### src/rtl/xcache_pkg.sv
package xcache_pkg;

  typedef enum logic [2:0] {
    XC_IDLE,
    XC_CLEAR,
    XC_DECIDE,
    XC_HIT,
    XC_SYS,
    XC_DONE,
    XC_WAITNEG,
    XC_RETRY
  } xc_state_e;

endpackage

### src/rtl/xcache_settle.sv
// Decision settle timer: runs DEC_LAT cycles after start and flags the
// speculative termination point and the settled point.
module xcache_settle #(
  parameter int DEC_LAT   = 3,
  parameter int EARLY_LAT = 1
) (
  input  logic clk,
  input  logic rst_ni,
  input  logic start,
  output logic early_tick,
  output logic settled
);
  localparam int CNT_W = $clog2(DEC_LAT + 1);
  localparam logic [CNT_W-1:0] LAST  = CNT_W'(DEC_LAT - 1);
  localparam logic [CNT_W-1:0] SPECP = CNT_W'(EARLY_LAT - 1);

  logic             run_q, run_d;
  logic [CNT_W-1:0] cnt_q, cnt_d;

  always_comb begin
    run_d = run_q;
    cnt_d = cnt_q;
    if (start) begin
      run_d = 1'b1;
      cnt_d = '0;
    end else if (run_q) begin
      if (cnt_q == LAST) run_d = 1'b0;
      else               cnt_d = cnt_q + 1'b1;
    end
  end

  always_ff @(posedge clk or negedge rst_ni) begin
    if (!rst_ni) begin
      run_q <= 1'b0;
      cnt_q <= '0;
    end else begin
      run_q <= run_d;
      cnt_q <= cnt_d;
    end
  end

  assign early_tick = run_q && (cnt_q == SPECP);
  assign settled    = run_q && (cnt_q == LAST);

  assert_timer_bounded_R2: assert property (@(posedge clk) disable iff (!rst_ni)
    run_q |-> (cnt_q <= LAST));
  assert_timer_restart_R2: assert property (@(posedge clk) disable iff (!rst_ni)
    start |=> (run_q && cnt_q == '0));

endmodule

### src/rtl/xcache_lines.sv
// Direct-mapped line store: valid bits with reset, tag and data words,
// fill, write-hit update and a one-line-per-clock global clear.
module xcache_lines #(
  parameter int LINES  = 8,
  parameter int TAG_W  = 12,
  parameter int DATA_W = 16,
  localparam int IDX_W = $clog2(LINES)
) (
  input  logic              clk,
  input  logic              rst_ni,
  input  logic [IDX_W-1:0]  lk_idx,
  input  logic [TAG_W-1:0]  lk_tag,
  input  logic              fill_en,
  input  logic [DATA_W-1:0] fill_data,
  input  logic              upd_en,
  input  logic [DATA_W-1:0] upd_data,
  input  logic              clr_start,
  output logic              lk_hit,
  output logic [DATA_W-1:0] lk_data,
  output logic              clr_busy,
  output logic              clr_last
);
  localparam logic [IDX_W-1:0] TOP = IDX_W'(LINES - 1);

  logic [LINES-1:0]  valid_q, valid_d;
  logic [TAG_W-1:0]  tag_q  [LINES];
  logic [DATA_W-1:0] data_q [LINES];
  logic              clr_busy_q, clr_busy_d;
  logic [IDX_W-1:0]  clr_ptr_q, clr_ptr_d;

  always_comb begin
    valid_d    = valid_q;
    clr_busy_d = clr_busy_q;
    clr_ptr_d  = clr_ptr_q;
    if (fill_en) valid_d[lk_idx] = 1'b1;
    if (clr_start) begin
      clr_busy_d = 1'b1;
      clr_ptr_d  = '0;
    end else if (clr_busy_q) begin
      valid_d[clr_ptr_q] = 1'b0;
      if (clr_ptr_q == TOP) clr_busy_d = 1'b0;
      else                  clr_ptr_d  = clr_ptr_q + 1'b1;
    end
  end

  always_ff @(posedge clk or negedge rst_ni) begin
    if (!rst_ni) begin
      valid_q    <= '0;
      clr_busy_q <= 1'b0;
      clr_ptr_q  <= '0;
    end else begin
      valid_q    <= valid_d;
      clr_busy_q <= clr_busy_d;
      clr_ptr_q  <= clr_ptr_d;
    end
  end

  always_ff @(posedge clk) begin
    if (fill_en) begin
      tag_q[lk_idx]  <= lk_tag;
      data_q[lk_idx] <= fill_data;
    end else if (upd_en) begin
      data_q[lk_idx] <= upd_data;
    end
  end

  assign lk_hit   = valid_q[lk_idx] && (tag_q[lk_idx] == lk_tag);
  assign lk_data  = data_q[lk_idx];
  assign clr_busy = clr_busy_q;
  assign clr_last = clr_busy_q && (clr_ptr_q == TOP);

  assert_fill_sets_valid_R5: assert property (@(posedge clk) disable iff (!rst_ni)
    fill_en |=> valid_q[$past(lk_idx)]);
  assert_clear_drops_line_R7: assert property (@(posedge clk) disable iff (!rst_ni)
    (clr_busy_q && !clr_start) |=> !valid_q[$past(clr_ptr_q)]);

endmodule

### src/rtl/xcache_ctrl.sv
// Cache controller top: access sequencing, strobe gating and retry.
module xcache_ctrl
  import xcache_pkg::*;
#(
  parameter int ADDR_W    = 16,
  parameter int DATA_W    = 16,
  parameter int LINES     = 8,
  parameter int DEC_LAT   = 3,
  parameter int EARLY_LAT = 1
) (
  input  logic              clk,
  input  logic              rst_n,
  input  logic              early_en,
  input  logic              inv_all,
  input  logic              cpu_as,
  input  logic              cpu_wr,
  input  logic [ADDR_W-1:0] cpu_addr,
  input  logic [DATA_W-1:0] cpu_wdata,
  output logic              cpu_term,
  output logic [DATA_W-1:0] cpu_rdata,
  output logic              cpu_berr,
  output logic              cpu_halt,
  output logic              sys_as,
  output logic              sys_wr,
  output logic [ADDR_W-1:0] sys_addr,
  output logic [DATA_W-1:0] sys_wdata,
  input  logic              sys_ack,
  input  logic [DATA_W-1:0] sys_rdata
);
  localparam int OFF_W = $clog2(DATA_W / 8);
  localparam int IDX_W = $clog2(LINES);
  localparam int TAG_W = ADDR_W - IDX_W - OFF_W;

  // Reset: asserted asynchronously, released on the clock.
  logic [1:0] rst_pipe_q;
  logic       rst_ni;
  always_ff @(posedge clk or negedge rst_n) begin
    if (!rst_n) rst_pipe_q <= '0;
    else        rst_pipe_q <= {rst_pipe_q[0], 1'b1};
  end
  assign rst_ni = rst_pipe_q[1];

  xc_state_e         state_q, state_d;
  logic              retry_q, retry_d;
  logic [ADDR_W-1:0] addr_q;
  logic              wr_q;
  logic [DATA_W-1:0] wdata_q;
  logic              latch_en;

  logic              tmr_start, tmr_early, tmr_settled;
  logic              fill_en, upd_en, clr_start;
  logic              tg_hit, tg_clr_busy, tg_clr_last;
  logic [DATA_W-1:0] tg_data;

  xcache_settle #(
    .DEC_LAT  (DEC_LAT),
    .EARLY_LAT(EARLY_LAT)
  ) settle_i (
    .clk       (clk),
    .rst_ni    (rst_ni),
    .start     (tmr_start),
    .early_tick(tmr_early),
    .settled   (tmr_settled)
  );

  xcache_lines #(
    .LINES (LINES),
    .TAG_W (TAG_W),
    .DATA_W(DATA_W)
  ) lines_i (
    .clk      (clk),
    .rst_ni   (rst_ni),
    .lk_idx   (addr_q[OFF_W +: IDX_W]),
    .lk_tag   (addr_q[ADDR_W-1 -: TAG_W]),
    .fill_en  (fill_en),
    .fill_data(sys_rdata),
    .upd_en   (upd_en),
    .upd_data (wdata_q),
    .clr_start(clr_start),
    .lk_hit   (tg_hit),
    .lk_data  (tg_data),
    .clr_busy (tg_clr_busy),
    .clr_last (tg_clr_last)
  );

  // Next-state logic.
  always_comb begin
    state_d   = state_q;
    retry_d   = retry_q;
    latch_en  = 1'b0;
    tmr_start = 1'b0;
    clr_start = 1'b0;
    fill_en   = 1'b0;
    upd_en    = 1'b0;
    unique case (state_q)
      XC_IDLE: begin
        if (inv_all) begin
          clr_start = 1'b1;
          state_d   = XC_CLEAR;
        end else if (cpu_as) begin
          latch_en = 1'b1;
          if (retry_q) begin
            retry_d = 1'b0;
            state_d = XC_SYS;
          end else begin
            tmr_start = 1'b1;
            state_d   = XC_DECIDE;
          end
        end
      end
      XC_CLEAR: if (tg_clr_last) state_d = XC_IDLE;
      XC_DECIDE: begin
        if (tmr_settled) begin
          if (wr_q) begin
            upd_en  = tg_hit;
            state_d = XC_SYS;
          end else if (tg_hit) begin
            state_d = early_en ? XC_WAITNEG : XC_HIT;
          end else begin
            state_d = early_en ? XC_RETRY : XC_SYS;
          end
        end
      end
      XC_SYS: begin
        if (sys_ack) begin
          fill_en = !wr_q;
          state_d = XC_DONE;
        end
      end
      XC_HIT, XC_DONE: state_d = XC_WAITNEG;
      XC_WAITNEG: if (!cpu_as) state_d = XC_IDLE;
      XC_RETRY: begin
        if (!cpu_as) begin
          retry_d = 1'b1;
          state_d = XC_IDLE;
        end
      end
      default: state_d = XC_IDLE;
    endcase
  end

  // State registers.
  always_ff @(posedge clk or negedge rst_ni) begin
    if (!rst_ni) begin
      state_q <= XC_IDLE;
      retry_q <= 1'b0;
    end else begin
      state_q <= state_d;
      retry_q <= retry_d;
    end
  end

  // Access latch with clock enable.
  always_ff @(posedge clk or negedge rst_ni) begin
    if (!rst_ni) begin
      addr_q  <= '0;
      wr_q    <= 1'b0;
      wdata_q <= '0;
    end else if (latch_en) begin
      addr_q  <= cpu_addr;
      wr_q    <= cpu_wr;
      wdata_q <= cpu_wdata;
    end
  end

  // Outputs decoded from registered state.
  always_comb begin
    cpu_term  = (state_q == XC_HIT) || (state_q == XC_DONE) ||
                ((state_q == XC_DECIDE) && early_en && !wr_q && tmr_early);
    cpu_rdata = (cpu_term && !wr_q) ? tg_data : '0;
    cpu_berr  = (state_q == XC_RETRY);
    cpu_halt  = (state_q == XC_RETRY);
    sys_as    = (state_q == XC_SYS);
    sys_wr    = sys_as && wr_q;
    sys_addr  = sys_as ? addr_q : '0;
    sys_wdata = (sys_as && wr_q) ? wdata_q : '0;
  end

  assert_hit_after_settle_R2: assert property (@(posedge clk) disable iff (!rst_ni)
    (state_q == XC_HIT) |-> $past(tmr_settled));
  assert_hit_no_strobe_R3: assert property (@(posedge clk) disable iff (!rst_ni)
    ((state_q == XC_DECIDE) && tmr_settled && tg_hit && !wr_q) |=> !sys_as);
  assert_strobe_after_decision_R4: assert property (@(posedge clk) disable iff (!rst_ni)
    $rose(sys_as) |-> ($past(tmr_settled) || $past(retry_q)));
  assert_strobe_held_R5: assert property (@(posedge clk) disable iff (!rst_ni)
    (sys_as && !sys_ack) |=> sys_as);
  assert_clear_stalls_R7: assert property (@(posedge clk) disable iff (!rst_ni)
    tg_clr_busy |-> (!cpu_term && !sys_as));
  assert_retry_held_R9: assert property (@(posedge clk) disable iff (!rst_ni)
    (cpu_berr && cpu_as) |=> (cpu_berr && cpu_halt));
  assert_term_single_R12: assert property (@(posedge clk) disable iff (!rst_ni)
    (cpu_term && !early_en) |=> !cpu_term);

endmodule

### config.mk
export PLATFORM = sky130hd
export DESIGN_NAME = xcache_ctrl
export DESIGN_NICKNAME = d
export VERILOG_FILES = /design/src/rtl/xcache_pkg.sv /design/src/rtl/xcache_settle.sv /design/src/rtl/xcache_lines.sv /design/src/rtl/xcache_ctrl.sv
export SDC_FILE = /design/constraint.sdc
export NUM_CORES = 1
export LEC_CHECK = 0
export BUFFER_PORTS_ARGS = -buffer_cell sky130_fd_sc_hd__buf_2
export CORE_MARGIN = 4
export CORE_UTILIZATION = 45
export CTS_BUF_LIST = sky130_fd_sc_hd__clkbuf_16
export CTS_CLUSTER_DIAMETER = 40
export DETAILED_ROUTE_END_ITERATION = 6
export GPL_ROUTABILITY_DRIVEN = 0
export GPL_TIMING_DRIVEN = 0
export SLEW_MARGIN = 20
export SYNTH_ARGS = -nofsm -noshare
export SYNTH_HDL_FRONTEND = slang
export SYNTH_HIERARCHICAL = 1
export SYNTH_SLANG_ARGS = --single-unit
### constraint.sdc
create_clock -name clk -period 4.7 [get_ports clk]
set_clock_uncertainty 0.1 [all_clocks]
set_input_delay 0.94 -clock clk [delete_from_list [all_inputs] [get_ports clk]]
set_output_delay 0.94 -clock clk [all_outputs]
set_load 0.01 [all_outputs]
==> run summary, run 1 <==
PLACE
--------------------------------------------------------------------------------
Final HPWL DP                                                           19100 um
# port buffers                                                               107
Placement Cell Area                                                 0.0127 sq mm
Worst Setup Slack post-DPL                                               -932 ps
Number of instances in the placed design                                    1145

CELLS AND AREA
--------------------------------------------------------------------------------
P&R area growth vs syn                                                     21.8%
Filler cell count in the final layout                                       2033
Number of nets in the finished design                                        917
Share of layout cells above drive strength 1                               0.344
Summed area of non-filler cells in the final layout                 0.0141 sq mm
Final Non-Filler Cells                                                      1216
Layout Utilization                                                         0.559

CRITICAL PATH
--------------------------------------------------------------------------------
Crit Path Max Fanout                                                          10
Largest delay contributor family on the critical path               buffers and inverters
Chain of cells forming the critical path                            buf_2 > nor2_1 > and2_1 > clkbuf_1 > clkbuf_1 > a22oi_1 > nand3_1 > and2_1 > buf_2
Type of the worst setup path                                             reg2out
Crit-path slowest cell                                                  clkbuf_1
CP Data Required Time                                                    3660 ps
Worst path max stage delay                                                560 ps
Setup crit start kind                                                   register
Worst Setup End Kind                                                 output port
Crit path arrival time                                                   3440 ps
Buffers and inverters on the worst path                                        4

STATUS
--------------------------------------------------------------------------------
Run status                                                             completed

STA
--------------------------------------------------------------------------------
Final Worst Setup Slack                                                   223 ps
Post-route setup TNS                                                        0 ps
Relative slew slack                                                        0.376
Unrepaired setup endpoints after global routing                            false
Crit share post-route                                                      0.953
Worst hold-check slack                                                    108 ps
Measured slew at the worst slew-check pin                                 936 ps
Number of setup violations in the final report                                 0
Time the worst path needs with I/O delays and setup                      4480 ps
Count of endpoints failing hold in the final timing report                     0
Highest achievable clock rate                                          0.223 GHz
Final Slew Violations                                                          0

RUN
--------------------------------------------------------------------------------
Reported max-cap violation count                                               0

DETAILED ROUTING
--------------------------------------------------------------------------------
Drc violations                                                                 0
Routed wire per std cell                                                 23.5 um
Vias per cell                                                               5.67
Total wire length after detailed routing                                28600 um
First-pass iteration count of the detailed router                              5
Post-DRT Antenna Nets                                                          0
Total number of vias                                                        6899
DR iter-0 viols                                                              485

FLOORPLAN
--------------------------------------------------------------------------------
Number of standard-cell rows in the floorplan                                 58
Die X-Extent                                                              169 um
Floorplan die area                                                  0.0284 sq mm
Starting density of the core                                               0.459
Top Ports                                                                    108
Height of the die                                                         169 um
CORE AREA                                                           0.0253 sq mm

SYNTHESIS
--------------------------------------------------------------------------------
Combined area of all synthesized cells                              0.0116 sq mm
Share of async-settable or async-resettable flops after synthesis          0.194
Average footprint of a synthesized cell                               16.6 sq um
Flops & latches, synth                                                       278
Cell count after synthesis                                                   698
Sequential cell area fraction in the yosys report                          0.697
Post-Synthesis Net Count                                                     759
Most frequently used flop master after synthesis                        edfxtp_1
Synth unique cells                                                            61
Number of enable-type register cells in the synthesized netlist              224
Synth Warn #                                                                   6

CLOCK TREE
--------------------------------------------------------------------------------
Clock H-tree levels                                                            2
Clock transition at the registers of the reported paths                    50 ps
Clock latency reported for the late side of the worst-skew pair           520 ps
Sinks on Clock Net                                                           278
Maximum number of buffers from clock root to sink                              3
Total clock buffers created by CTS                                            39
Library cell used as clock root buffer                                 clkbuf_16
TritonCTS clock tree                                                       built

GRT
--------------------------------------------------------------------------------
Global-route usage over all layers                                         0.202
Number of global-route vias before repair                                   7304
Maximum number of pins on one net before global-route repair                  53
Wire length of the first global-routing pass                            43700 um
Antenna violations before repair                                               0
Total global routing overflow                                                  0

PWR
--------------------------------------------------------------------------------
Worst vdd rail ir drop                                                    328 uV
Power after layout                                                       8.86 mW
Power per cell area                                                  627 mW/mm^2
Leakage dissipation                                                      5.42 nW

MIN PATH
--------------------------------------------------------------------------------
Hold Path Class                                                         in2async

## kinds of logic (layout without fill, tap and decap cells)
logic type / count (synthesis) / count (layout) / share of synthesized area
AOI/OAI and AO/OA: 95 / 95 / 0.0640
xor gates and xnor gates: 14 / 14 / 0.0106
adders and majority gates: 6 / 6 / 0.00647
buffers and inverters: 49 / 236 / 0.0227
DFF: 278 / 278 / 0.697
muxes: 93 / 93 / 0.117
other: 1 / 2 / 0.000323
and+or+nand+nor: 162 / 162 / 0.0829
## repair_timing
item / in CTS / in global routing
cloned: 0 / 0
gates resized for setup: 18 / 4
setup endpoints to repair: 259 / 120
setup buffers: 1 / 0
hold buffers: 0 / 0
pin swaps: 1 / 3
## cells in the mapped netlist (6+ instances only)
master / number / area share
nor2b_1: 15 / 0.0081
dfrtp_1: 54 / 0.12
a221oi_1: 15 / 0.011
mux4_2: 19 / 0.037
xor2_1: 7 / 0.0053
xnor2_1: 7 / 0.0053
and3_1: 21 / 0.011
a22o_1: 13 / 0.0098
inv_1: 8 / 0.0026
mux2_2: 27 / 0.026
buf_4: 6 / 0.0039
clkbuf_1: 22 / 0.0071
nor2_1: 22 / 0.0071
edfxtp_1: 224 / 0.58
and2_1: 44 / 0.024
nand3_1: 21 / 0.0091
a22oi_1: 34 / 0.022
buf_2: 8 / 0.0035
nand2_1: 12 / 0.0039
mux2i_1: 17 / 0.015
mux2_4: 30 / 0.039
a21oi_1: 6 / 0.0026
ha_1: 6 / 0.0065
## cell usage in the layout, fill, tap and decap left out, types with 17 or more instances in the layout
cell type,instances
nand3_1,21
mux2i_1,17
dfrtp_1,53
nor2_1,20
mux2_2,27
clkbuf_1,19
clkbuf_16,40
and2_1,44
edfxtp_1,224
a22oi_1,34
buf_2,111
mux4_2,19
and3_1,21
mux2_4,30
## report_power, final
group          total (mW)  leakage [nW]  internal [mW]  switching (mW)
sequential           3.44          2.68           3.07           0.372
clock                2.95         0.653           1.85            1.10
combinational        2.46          2.08           1.13            1.33
## final timing paths
check,from,depth (start not counted),slack [ps],endpoint
max in group asynchronous,rst_pipe_q[1],0,3710,addr_q[10]
max reg2reg,addr_q[1],14,280,lines_i/data_q[2][8]
min in group clk,rst_pipe_q[0],0,260,rst_pipe_q[1]
min,rst_n,1,110,rst_pipe_q[0]
min reg2reg,rst_pipe_q[0],0,260,rst_pipe_q[1]
max,addr_q[2],9,220,cpu_rdata[8]
## routing by layer
layer / share of wire / track usage
met1: 0.44 / 0.278
met2: 0.47 / 0.324
met3: 0.065 / 0.0444
met4: 0.026 / 0.0677
met5: 0 / 0
## state kept, by name (all words and copies together), names as in the netlist
signal / count
lines_i/tag_q: 96
retry_q: 1
rst_pipe_q: 2
state_q: 3
settle_i/run_q: 1
lines_i/clr_ptr_q: 3
lines_i/data_q: 128
wr_q: 1
lines_i/valid_q: 8
wdata_q: 16
lines_i/clr_busy: 1
addr_q: 16
settle_i/cnt_q: 2
## final cells by class
| type | instances | area [sq um] | area share |
|---|---|---|---|
| Clock inverter | 30 | 339 | 0.0240 |
| Clock buffer | 40 | 1000 | 0.0709 |
| Tap cell | 330 | 413 | 0.0292 |
| Sequential cell | 278 | 8080 | 0.572 |
| Antenna cell | 1 | 2.50 | 0.000177 |
| Timing Repair Buffer | 118 | 663 | 0.0469 |
| Buffer | 40 | 248 | 0.0175 |
| Multi-Input combinational cell | 371 | 3350 | 0.237 |
| Inverter | 8 | 30.0 | 0.00213 |
Note: power is estimated with default switching activity, not from simulation.
==> inputs of run 2 (changes only) <==
GPL_ROUTABILITY_DRIVEN = unset   (was 0)
SETUP_SLACK_MARGIN = 0.4   (was unset)
==> run summary, run 2 (synthesized netlist as in run 1, its figures left out) <==
PWR
----------------------------------------------------------------------------------
Cell Int Power                                                             6.10 mW
Part of the total power dissipated in combinational logic                    0.284
Power per cell area                                                    624 mW/mm^2
Clk network pwr share                                                        0.331
Switching Power                                                            2.81 mW
Part of the total power dissipated in sequential elements                    0.385
Leakage dissipation                                                        5.52 nW
Net switching share of the total power                                       0.315
Worst vdd rail ir drop                                                      338 uV

GRT
----------------------------------------------------------------------------------
Antenna violations before repair                                                 0
Wire length of the first global-routing pass                              43800 um
Number of global-route vias before repair                                     7294
Total global routing overflow                                                    0
Maximum number of pins on one net before global-route repair                    53
Global-route usage over all layers                                           0.202

CELLS AND AREA
----------------------------------------------------------------------------------
Layout Utilization                                                           0.566
Most common library cell in the layout ignoring fill and taps             edfxtp_1
Top library cells by usage in the layout, fill and taps aside         224 x edfxtp_1, 110 x buf_2, 52 x dfrtp_1, 44 x and2_1, 40 x clkbuf_16
Registers with the most flip-flops                                    lines_i/data_q (128), lines_i/tag_q (96)
Flip-flop count of the largest register, all copies and words added            128
P&R area growth vs syn                                                       23.2%
Share of layout cells above drive strength 1                                 0.361
Number of nets in the finished design                                          925
Most flop-heavy register                                              lines_i/data_q
Summed area of non-filler cells in the final layout                   0.0143 sq mm

CRITICAL PATH
----------------------------------------------------------------------------------
Type of the worst setup path                                               reg2reg
CP Data Required Time                                                      4840 ps
Crit Path Max Fanout                                                            10
Worst Setup End Kind                                                      register
Setup crit start kind                                                     register
Crit path arrival time                                                     4310 ps

STA
----------------------------------------------------------------------------------
Post-route setup TNS                                                          0 ps
Count of endpoints failing hold in the final timing report                       0
Final Slew Violations                                                            0
Time the worst path needs with I/O delays and setup                        4180 ps
Crit share post-route                                                        0.889
Relative slew slack                                                          0.349
Number of setup violations in the final report                                   0
Measured slew at the worst slew-check pin                                   976 ps
Final Worst Setup Slack                                                     523 ps
Highest achievable clock rate                                            0.239 GHz
Worst hold-check slack                                                      110 ps
Unrepaired setup endpoints after global routing                              false

DETAILED ROUTING
----------------------------------------------------------------------------------
DR iter-0 viols                                                                515
Drc violations                                                                   0
Total wire length after detailed routing                                  28600 um
Vias per cell                                                                 5.65
Total number of vias                                                          6913
Post-DRT Antenna Nets                                                            0
First-pass iteration count of the detailed router                                5
Routed wire per std cell                                                   23.4 um

FLOORPLAN
----------------------------------------------------------------------------------
Die X-Extent                                                                169 um
Top Ports                                                                      108
Number of standard-cell rows in the floorplan                                   58
Height of the die                                                           169 um
CORE AREA                                                             0.0253 sq mm
Floorplan die area                                                    0.0284 sq mm
Starting density of the core                                                 0.459

PLACE
----------------------------------------------------------------------------------
Placer Congestion                                                            0.831
Worst Setup Slack post-DPL                                                 -932 ps
Final HPWL DP                                                             19100 um
Placement Cell Area                                                   0.0127 sq mm
# port buffers                                                                 107

STATUS
----------------------------------------------------------------------------------
Run status                                                               completed

CLOCK TREE
----------------------------------------------------------------------------------
Clock H-tree levels                                                              2
Clock latency reported for the late side of the worst-skew pair             520 ps
Total clock buffers created by CTS                                              39
Library cell used as clock root buffer                                   clkbuf_16
TritonCTS clock tree                                                         built
Sinks on Clock Net                                                             278
Clock transition at the registers of the reported paths                      50 ps
Maximum number of buffers from clock root to sink                                3
Post-CTS Hold Fix Bufs                                                           0

MIN PATH
----------------------------------------------------------------------------------
Hold Path Class                                                           in2async

RUN
----------------------------------------------------------------------------------
Reported max-cap violation count                                                 0

-- run 2: cell count changes in the layout (fill, tap and decap cells not counted), moves of 3 or more --
cell / previous run / this run
buf_12: 1 / 4
clkbuf_2: 1 / 6
mux2_4: 30 / 35
buf_4: 14 / 19
mux2_2: 27 / 22
clkbuf_1: 19 / 14
-- run 2: critical path: stages (launching register included) --
cell and delay [ps]:
dfrtp_1 410, clkbuf_2 220, nor2b_1 140, clkbuf_1 340
a221oi_1 180, xor2_1 180, or4_1 610, nor4_4 340
inv_2 100, nor4_4 280, buf_4 180, nand2b_1 60
buf_4 180, buf_8 170, mux2_4 380
-- run 2: cell type report --
type,instances,area (sq um)
diodes,1,2.50
plain buffers,41,293
clock buffers,40,1000
clock inverters,30,339
fillers,2024,11000
inverters,8,30.0
multi-input cells,371,3390
flip-flops and latches,278,8080
well taps,330,413
repair buffers,125,732
-- run 2: power groups by stage --
| stage | Clock (mW) | Sequential [mW] | Combinational [mW] |
|---|---|---|---|
| floorplan | 0 | 3.33 | 1.73 |
| finish | 2.95 | 3.43 | 2.53 |
| global placement | 0 | 3.45 | 2.35 |
| CTS | 3.00 | 3.44 | 2.51 |
| global route | 3.13 | 3.49 | 2.73 |
| detailed placement | 0 | 3.49 | 2.41 |
-- run 2: path summary, 6_finish.rpt --
path / cells after the start / slack [ps] / endpoint / from
hold reg to reg: 0 / 260 / rst_pipe_q[1] / rst_pipe_q[0]
hold / removal: 1 / 110 / rst_pipe_q[0] / rst_n
min in group clk: 0 / 260 / rst_pipe_q[1] / rst_pipe_q[0]
setup / recovery: 14 / 520 / lines_i/data_q[2][8] / addr_q[3]
max in group asynchronous: 0 / 3690 / addr_q[1] / rst_pipe_q[1]
setup reg to reg: 14 / 520 / lines_i/data_q[2][8] / addr_q[3]
-- run 2: timing repair --
action	4_1_cts	5_1_grt
pin swaps	6	4
endpoints found under the setup margin	272	173
setup buffers	6	2
hold endpoints to repair	0	0
gates resized for setup	33	19
-- run 2: through the flow --
step                total power [mW]  cells
floorplan                       5.06    698
global placement                5.80   1135
detailed placement              5.90   1145
CTS                             8.95   1221
global route                    9.35   1223
finish                          8.92   1224
-- run 2: routing by layer --
metal | vias up | part of all wire | track usage
met2 | 246 | 0.48 | 0.328
met3 | 48 | 0.058 | 0.0425
met1 | 3545 | 0.44 | 0.278
met5 | - | 0 | 0
met4 | 0 | 0.022 | 0.0603
li1 | 3074 | - | -
==> inputs of run 3 (changes only) <==
SYNTH_HIERARCHICAL = unset   (was 1)
==> run summary, run 3 <==
DETAILED ROUTING
----------------------------------------------------------------------------------
Vias per cell                                                                 5.72
Total number of vias                                                          7108
Post-DRT Antenna Nets                                                            0
Routed wire per std cell                                                   23.3 um
DR iter-0 viols                                                                553
Total wire length after detailed routing                                  28900 um
Drc violations                                                                   0
First-pass iteration count of the detailed router                                5

GRT
----------------------------------------------------------------------------------
Antenna violations before repair                                                 1
Met2 routing resource usage after global routing                             0.327
Met3 usage                                                                  0.0422
Maximum number of pins on one net before global-route repair                    33
Global-route usage over all layers                                           0.202
Most Crowded Layer GR                                                         met2
Total global routing overflow                                                    0
Global-route met1 utilization                                                0.283
Number of global-route vias before repair                                     7393
Wire length of the first global-routing pass                              43900 um

STA
----------------------------------------------------------------------------------
Post-route setup TNS                                                          0 ps
Time the worst path needs with I/O delays and setup                        4230 ps
Measured slew at the worst slew-check pin                                  1140 ps
Crit share post-route                                                        0.900
Final Slew Violations                                                            0
Unrepaired setup endpoints after global routing                               true
Number of setup violations in the final report                                   0
Relative slew slack                                                          0.241
Count of endpoints failing hold in the final timing report                       0
Highest achievable clock rate                                            0.236 GHz

PLACE
----------------------------------------------------------------------------------
Number of instances in the placed design                                      1155
Placer Congestion                                                            0.813
Final HPWL DP                                                             19200 um
# port buffers                                                                 106

CRITICAL PATH
----------------------------------------------------------------------------------
Type of the worst setup path                                               reg2out
Worst Setup End Kind                                                   output port
Setup crit start kind                                                     register
R2r worst-path depth                                                            11
Most used cell, CP                                                           buf_2
Crit path arrival time                                                     3190 ps
Crit-path slowest cell                                                    clkbuf_1
Chain of cells forming the critical path                              buf_2 > buf_4 > buf_2 > nand2_1 > clkbuf_1 > o22ai_1 > nor4_1 > buf_2
Crit Path Max Fanout                                                            10
CP Data Required Time                                                      3660 ps
Worst path max stage delay                                                  640 ps

CLOCK TREE
----------------------------------------------------------------------------------
Clock latency reported for the late side of the worst-skew pair             520 ps
Clock transition at the registers of the reported paths                      50 ps
Clock H-tree levels                                                              2
Post-CTS Hold Fix Bufs                                                           0
Sinks on Clock Net                                                             278
Maximum number of buffers from clock root to sink                                3
Total clock buffers created by CTS                                              39
TritonCTS clock tree                                                         built
Library cell used as clock root buffer                                   clkbuf_16

SYNTHESIS
----------------------------------------------------------------------------------
Most area-hungry cell type in the Yosys netlist                           edfxtp_1
Share of async-settable or async-resettable flops after synthesis            0.194
Post-Synthesis Net Count                                                       775
Flops & latches, synth                                                         278
Cell count after synthesis                                                     715
Synth unique cells                                                              55
Combined area of all synthesized cells                                0.0114 sq mm
Commonest cells post-synth                                            224 x edfxtp_1, 54 x dfrtp_1, 53 x mux2_2
Most frequently used flop master after synthesis                          edfxtp_1
Number of enable-type register cells in the synthesized netlist                224
Sequential cell area fraction in the yosys report                            0.708
Top-count cell post-synth                                                 edfxtp_1
Synth Warn #                                                                     0
Top cells by area in the synthesized netlist                          edfxtp_1 59%, dfrtp_1 12%, mux2_2 5.2%
Average footprint of a synthesized cell                                 15.9 sq um
Synth top area share                                                         0.590

CELLS AND AREA
----------------------------------------------------------------------------------
Final Non-Filler Cells                                                        1242
Number of diodes added for antenna fixing                                        0
Most common library cell in the layout ignoring fill and taps             edfxtp_1
Number of nets in the finished design                                          947
Footprint of the multi-input gates                                    0.00324 sq mm
Top library cells by usage in the layout, fill and taps aside         224 x edfxtp_1, 113 x buf_2, 53 x mux2_2, 53 x dfrtp_1, 40 x clkbuf_16
FF+latch area                                                         0.00808 sq mm
Share of layout cells above drive strength 1                                 0.345
Registers with the most flip-flops                                    lines_i.data_q (128), lines_i.tag_q (96)
Most flop-heavy register                                              lines_i.data_q
Flip-flop count of the largest register, all copies and words added            128
Filler cell count in the final layout                                         1893
Layout Utilization                                                           0.579
P&R area growth vs syn                                                       24.8%

FLOORPLAN
----------------------------------------------------------------------------------
Top Ports                                                                      108
CORE AREA                                                             0.0246 sq mm
Number of standard-cell rows in the floorplan                                   57
Height of the die                                                           167 um
Die X-Extent                                                                167 um
Floorplan die area                                                    0.0280 sq mm
Starting density of the core                                                 0.463

PWR
----------------------------------------------------------------------------------
Power per cell area                                                    627 mW/mm^2
Leakage dissipation                                                        5.37 nW
Worst vdd rail ir drop                                                      326 uV

RUN
----------------------------------------------------------------------------------
Reported max-cap violation count                                                 0

MIN PATH
----------------------------------------------------------------------------------
Hold Path Class                                                           in2async

STATUS
----------------------------------------------------------------------------------
Run status                                                               completed

-- run 3: cell count changes in the layout (fill, tap and decap cells not counted), sizes merged, moves of 14 or more --
cell,before,now
o22ai,3,39
and2,45,19
a21oi,7,21
mux2i,17,31
a22oi,34,2
nand3,21,4
-- run 3: kinds of logic (layout without fill, tap and decap cells) --
group           count (synthesis)  in the layout  share of synthesized area
flops                         278            278                      0.708
mux                           107            107                      0.117
simple gates                  140            140                     0.0661
fa+ha+maj                       5              5                    0.00549
xor+xnor                       11             11                    0.00845
other cells                     1              1                   0.000329
compound gates                123            123                     0.0755
buf+inv                        50            253                     0.0191
-- run 3: worst max-delay path: cells and delay by family (launching register included) --
kind	cells	cell delay, ps
simple gates	2	610
buf+inv	5	1540
compound gates	1	180
flops	1	350
-- run 3: worst paths after layout --
check	from	end	slack, ps
min reg2reg	rst_pipe_q[1]	wdata_q[13]	130
min	rst_n	rst_pipe_q[1]	110
max	addr_q[2]	cpu_rdata[7]	470
max in group asynchronous	rst_pipe_q[1]	addr_q[6]	3870
min in group clk	rst_pipe_q[0]	rst_pipe_q[1]	250
max reg2reg	addr_q[2]	lines_i.data_q[2][14]	820
-- run 3: metrics by stage --
step | cell area, sq um | hold WS (ps) | power, mW | setup slack (ps)
final | 14200 | 109 | 8.93 | 469
after global routing | 14200 | 103 | 9.37 | 376
after global placement | 12300 | 237 | 5.74 | -601
after floorplan | 11400 | 231 | 4.95 | 1160
after detailed placement | 12600 | 139 | 5.85 | 259
after CTS | 14000 | 95.4 | 8.95 | 395
-- run 3: routing by layer --
| layer | wire length, um | vias up |
|---|---|---|
| li1 | - | 3176 |
| met1 | 12300 | 3559 |
| met2 | 13700 | 314 |
| met3 | 2260 | 57 |
| met4 | 607 | 2 |
| met5 | 20 | - |
-- run 3: what timing repair did --
action	in CTS	in global routing
pin swaps	0	8
buffers inserted	0	15
setup endpoints to repair	142	129
resized for setup	9	14
-- run 3: power by group --
group / switching [mW] / internal, mW / total, mW
Combinational: 1.45 / 1.02 / 2.47
Clock: 1.11 / 1.96 / 3.07
Sequential: 0.315 / 3.07 / 3.39
-- run 3: layout make-up --
cell class              count  area share
flip-flops and latches    278       0.568
multi-input cells         387       0.228
clock buffers              40      0.0703
repair buffers            131      0.0612
well taps                 324      0.0285
clock inverters            32      0.0276
plain buffers              44      0.0152
inverters                   6     0.00158
